`src/rtl/dmareq_pkg.sv`:
```
package dmareq_pkg;

  typedef enum logic [2:0] {
    ST_IDLE,
    ST_OPEN,
    ST_HELD,
    ST_REARM,
    ST_STUCK
  } accState_t;

  // Strobes from control to datapath
  typedef struct packed {
    logic trackHigh;  // record a high pin sample
    logic clrHigh;    // forget earlier high samples
    logic fire;       // launch the start pulse
  } accStrobe_t;

endpackage

```
`src/rtl/dmareq_accept_dp.sv`:
```
module dmareq_accept_dp
  import dmareq_pkg::*;
#(
  parameter bit REQ_ACTIVE_LOW = 1'b1
) (
  input  logic       clk,
  input  logic       rst,
  input  logic       reqPin,
  input  accStrobe_t strobe,
  output logic       pinAsserted,
  output logic       highSeen,
  output logic       startPulse
);

  generate
    if (REQ_ACTIVE_LOW) begin : g_low
      assign pinAsserted = ~reqPin;
    end else begin : g_high
      assign pinAsserted = reqPin;
    end
  endgenerate

  // Remembers that the pin was seen released since the last start
  always_ff @(posedge clk) begin
    if (rst) begin
      highSeen <= 1'b0;
    end else if (strobe.clrHigh) begin
      highSeen <= 1'b0;
    end else if (strobe.trackHigh && !pinAsserted) begin
      highSeen <= 1'b1;
    end
  end

  always_ff @(posedge clk) begin
    if (rst) begin
      startPulse <= 1'b0;
    end else begin
      startPulse <= strobe.fire;
    end
  end

endmodule

```
`src/rtl/dmareq_accept_ctrl.sv`:
```
module dmareq_accept_ctrl
  import dmareq_pkg::*;
(
  input  logic       clk,
  input  logic       rst,
  input  logic       enWrEnd,
  input  logic       xferEn,
  input  logic       xferDone,
  input  logic       busCycEnd,
  input  logic       singleDone,
  input  logic       pinAsserted,
  input  logic       highSeen,
  output accStrobe_t strobe
);

  accState_t state, stateNext;
  logic abortNow;

  assign abortNow = !xferEn || xferDone;

  always_comb begin
    stateNext = state;
    strobe    = '0;
    if (state != ST_IDLE && abortNow) begin
      stateNext      = ST_IDLE;
      strobe.clrHigh = 1'b1;
    end else begin
      unique case (state)
        ST_IDLE: begin
          if (enWrEnd && !abortNow) stateNext = ST_OPEN;
        end
        ST_OPEN: begin
          if (pinAsserted) stateNext = ST_HELD;
        end
        ST_HELD: begin
          // held request released at end of bus cycle
          if (busCycEnd) begin
            stateNext      = ST_REARM;
            strobe.fire    = 1'b1;
            strobe.clrHigh = 1'b1;
          end
        end
        ST_REARM: begin
          strobe.trackHigh = 1'b1;
          if (singleDone) begin
            stateNext = (highSeen || !pinAsserted) ? ST_OPEN : ST_STUCK;
          end
        end
        ST_STUCK: begin
          if (!pinAsserted) stateNext = ST_OPEN;
        end
        default: stateNext = ST_IDLE;
      endcase
    end
  end

  always_ff @(posedge clk) begin
    if (rst) state <= ST_IDLE;
    else     state <= stateNext;
  end

endmodule

```
`src/rtl/dmareq_edge_accept.sv`:
```
module dmareq_edge_accept
  import dmareq_pkg::*;
(
  input  logic clk,
  input  logic rst,
  input  logic reqN,
  input  logic enWrEnd,
  input  logic xferEn,
  input  logic busCycEnd,
  input  logic singleDone,
  input  logic xferDone,
  output logic startPulse
);

  accStrobe_t strobe;
  logic pinAsserted;
  logic highSeen;

  dmareq_accept_ctrl u_ctrl (
    .clk        (clk),
    .rst        (rst),
    .enWrEnd    (enWrEnd),
    .xferEn     (xferEn),
    .xferDone   (xferDone),
    .busCycEnd  (busCycEnd),
    .singleDone (singleDone),
    .pinAsserted(pinAsserted),
    .highSeen   (highSeen),
    .strobe     (strobe)
  );

  dmareq_accept_dp #(.REQ_ACTIVE_LOW(1'b1)) u_dp (
    .clk        (clk),
    .rst        (rst),
    .reqPin     (reqN),
    .strobe     (strobe),
    .pinAsserted(pinAsserted),
    .highSeen   (highSeen),
    .startPulse (startPulse)
  );

endmodule

```
`config.mk`:
```
export PLATFORM = sky130hd
export DESIGN_NAME = dmareq_edge_accept
export DESIGN_NICKNAME = d
export VERILOG_FILES = /design/src/rtl/dmareq_pkg.sv /design/src/rtl/dmareq_accept_dp.sv /design/src/rtl/dmareq_accept_ctrl.sv /design/src/rtl/dmareq_edge_accept.sv
export SDC_FILE = /design/constraint.sdc
export NUM_CORES = 1
export LEC_CHECK = 0
export ABC_AREA = 1
export BUFFER_PORTS_ARGS = -buffer_cell sky130_fd_sc_hd__buf_4
export CORE_AREA = 3 3 40 42
export CTS_CLUSTER_DIAMETER = 150
export CTS_CLUSTER_SIZE = 14
export DETAILED_ROUTE_END_ITERATION = 6
export DIE_AREA = 0 0 43 45
export PLACE_DENSITY = 0.52
export SYNTH_ARGS = -nofsm -noshare
export SYNTH_HDL_FRONTEND = slang
export SYNTH_HIERARCHICAL = 1
export SYNTH_SLANG_ARGS = --single-unit
```
`constraint.sdc`:
```
create_clock -name clk -period 3.4 [get_ports clk]
set_input_delay 0.51 -clock clk [delete_from_list [all_inputs] [get_ports clk]]
set_output_delay 0.51 -clock clk [all_outputs]
set_load 0.05 [all_outputs]
```
==> run metrics <==
Clock transition at path regs 0.04 ns; register area share after synthesis 28.8%; Synth Area in Simple Gates 50.0%; Power Internal 177 µW; Post-Route Skew 0.00341 ns; # H-tree levels 1; CTS Buffer Depth 2; Placed Instances 83; first-pass GRT wire length 1.25 mm; CTS Hold Buffers Added 0; post-CTS resize count 0; synthesized flop and latch total 5; grt ovf 0; CP bufs+invs 1; Synth Area in XOR/XNOR 0%; global placer's final weighted congestion 0.747; P_sw 148 µW; max frequency 801 MHz; # diodes 0; Largest stage delay, worst path 0.31 ns; Setup WS post-layout 2.15 ns; syn_area_per_cell 5.80 µm²; nets@finish 81; Reg-to-Reg End u_ctrl/state[2]$_SDFFE_PP0P_; Worst R2R Path Depth 7; Overall Global Routing Usage 8.99%; Seq pwr share 28.2%; Starting Density 27.1%; I/O pin count 9; DR vias 366; Worst Hold Class input pin to register; commonest non-fill, non-tap cell in the layout nand2_1; main combinational cell family by area after synthesis simple AND/OR/NAND/NOR gates; PwrDens 717 nW/µm²; Layout area overhead 30.2%; Worst path slowest cell dfxtp_1; die width 43 µm; vias in the first global route 324; TritonCTS clock tree done; Die H 45 µm; Synth top area share 28.8%; Routed WL per cell 8.72 µm; Worst Path Required 2.89 ns; crit path capture type primary output; Net Count, Synth 68; dpl hpwl 581 µm; IO buf count 8; Cells after Synth 60; final wirelength 759 µm; Post-Synth Adder-Cell Area 0%; pin count of the biggest net entering global routing 7; crit path cell chain buf_4; Routed Antenna Nets 0; Final Max Slew Viols 0; TritonCTS Buffers 3; post-synth top area cell dfxtp_1; DR iter-0 viols 6; Top delay family on crit path flip-flops; Worst Max-Slew Pin Slew 0.251 ns; Final Core Density 35.2%; internal reg-to-reg setup slack 2.19 ns; setup bufs post-CTS 0; setup TNS 0 ns; Net Sw Frac 45.5%; Startpoint Class register; worst r2r src u_ctrl/state[0]$_SDFFE_PP0P_; min cycle time layout 1.25 ns; Core Rows 13; Mapped Area 348 µm²; Worst Min Path Start rst; pre-CTS WS 2.00 ns; Core Footprint 1280 µm²; compound-gate portion of the synthesized area 9.35%; multiplexer share of the synthesized area 0%; clock power share 20.9%; CTS sink cnt 5; most frequent cells in the layout 15 x nand2_1, 11 x nor2_1, 8 x buf_4, 7 x inv_1, 7 x nand3_1; Layout Cells excl Fill 87; Hold Path End u_dp/startPulse$_SDFF_PP0_; critical path peak fanout 1; final hold vios 0; status complete, no violations; fin crit share 36.7%; total power 325 µW; Worst IR Drop VDD 0.000270 V; RSZ-0062 raised after global routing no; die area 1940 µm²; critical path class register to primary output; combinational group share of total power 50.8%; share of cells above drive strength 1 31.9%; initial antenna violation count 0; clk root buf clkbuf_4; WHS Path Cells 2; maxcap violations 0; YS warnings 6; Synth cell types 12; max_slew headroom 83.2%; total iterations of the first detailed-routing run 4; DRC viols 0; Synth area leaders dfxtp_1 29%, nand2_1 16%, nor2_1 12%, nand3_1 10%, inv_1 7.6%; worst skew pair latency 0.24 ns; # setup viols final 0; vias per cell 4.21; Crit path arrival time 0.74 ns; leakage 0.000228 µW
==> cells in the mapped netlist <==
cell type  number
nand3_2         1
nand2_2         1
inv_2           4
nor2_2          4
o21ai_2         1
nor2_1         11
a21oi_2         1
nand2_1        15
o21ai_0         3
inv_1           7
dfxtp_1         5
nand3_1         7
==> logic make-up (layout without fill, tap and decap cells) <==
| kind of cell | Yosys count | count (layout) |
|---|---|---|
| flip-flops | 5 | 5 |
| buffers and inverters | 11 | 23 |
| AO/OA/AOI/OAI | 5 | 5 |
| AND/OR/NAND/NOR | 39 | 39 |
==> final cells by class <==
type	count	area (µm²)
clock buffers	4	26.3
fillers	142	832
inverters	11	41.3
multi-input cells	44	206
flip-flops and latches	5	100
well taps	15	18.8
repair buffers	8	60.1
==> worst max-delay path by stage <==
stage | slack, ns | from | end | cells after the start
floorplan | 2.23 | reqN | u_ctrl/state[2]$_SDFFE_PP0P_ | 8
global placement | 1.99 | reqN | u_ctrl/state[1]$_SDFFE_PP0P_ | 9
detailed placement | 2.00 | reqN | u_ctrl/state[2]$_SDFFE_PP0P_ | 9
CTS | 2.13 | u_dp/startPulse$_SDFF_PP0_ | startPulse | 1
global route | 2.04 | u_ctrl/state[0]$_SDFFE_PP0P_ | u_ctrl/state[2]$_SDFFE_PP0P_ | 7
finish | 2.15 | u_dp/startPulse$_SDFF_PP0_ | startPulse | 1
==> stage by stage <==
step                hold WS, ns  cell area (µm²)
CTS                       0.455              453
detailed placement        0.519              427
global placement          0.512              427
finish                    0.464              453
global route              0.450              453
floorplan                 0.486              348
==> layer usage <==
layer,global-route usage (%),vias to the layer above,wire [µm]
met5,0,-,0
met4,7.23,0,15
met3,2.39,2,13
met2,15.0,3,380
met1,9.64,152,349
li1,-,209,-
==> state kept, by name, indices dropped and copies added (netlist names) <==
register,count
u_ctrl/state,3
u_dp/highSeen,1
u_dp/startPulse,1
==> power by group through the flow <==
stage	registers (µW)	logic, µW	clock network, µW
4_1_cts	91.5	165	71.6
2_1_floorplan	90.3	135	0
3_5_place_dp	92.6	164	0
3_3_place_gp	93.4	166	0
5_1_grt	94.8	187	78.2
6_report	91.7	165	68.0
No activity file was read; power rests on OpenSTA's default activity.
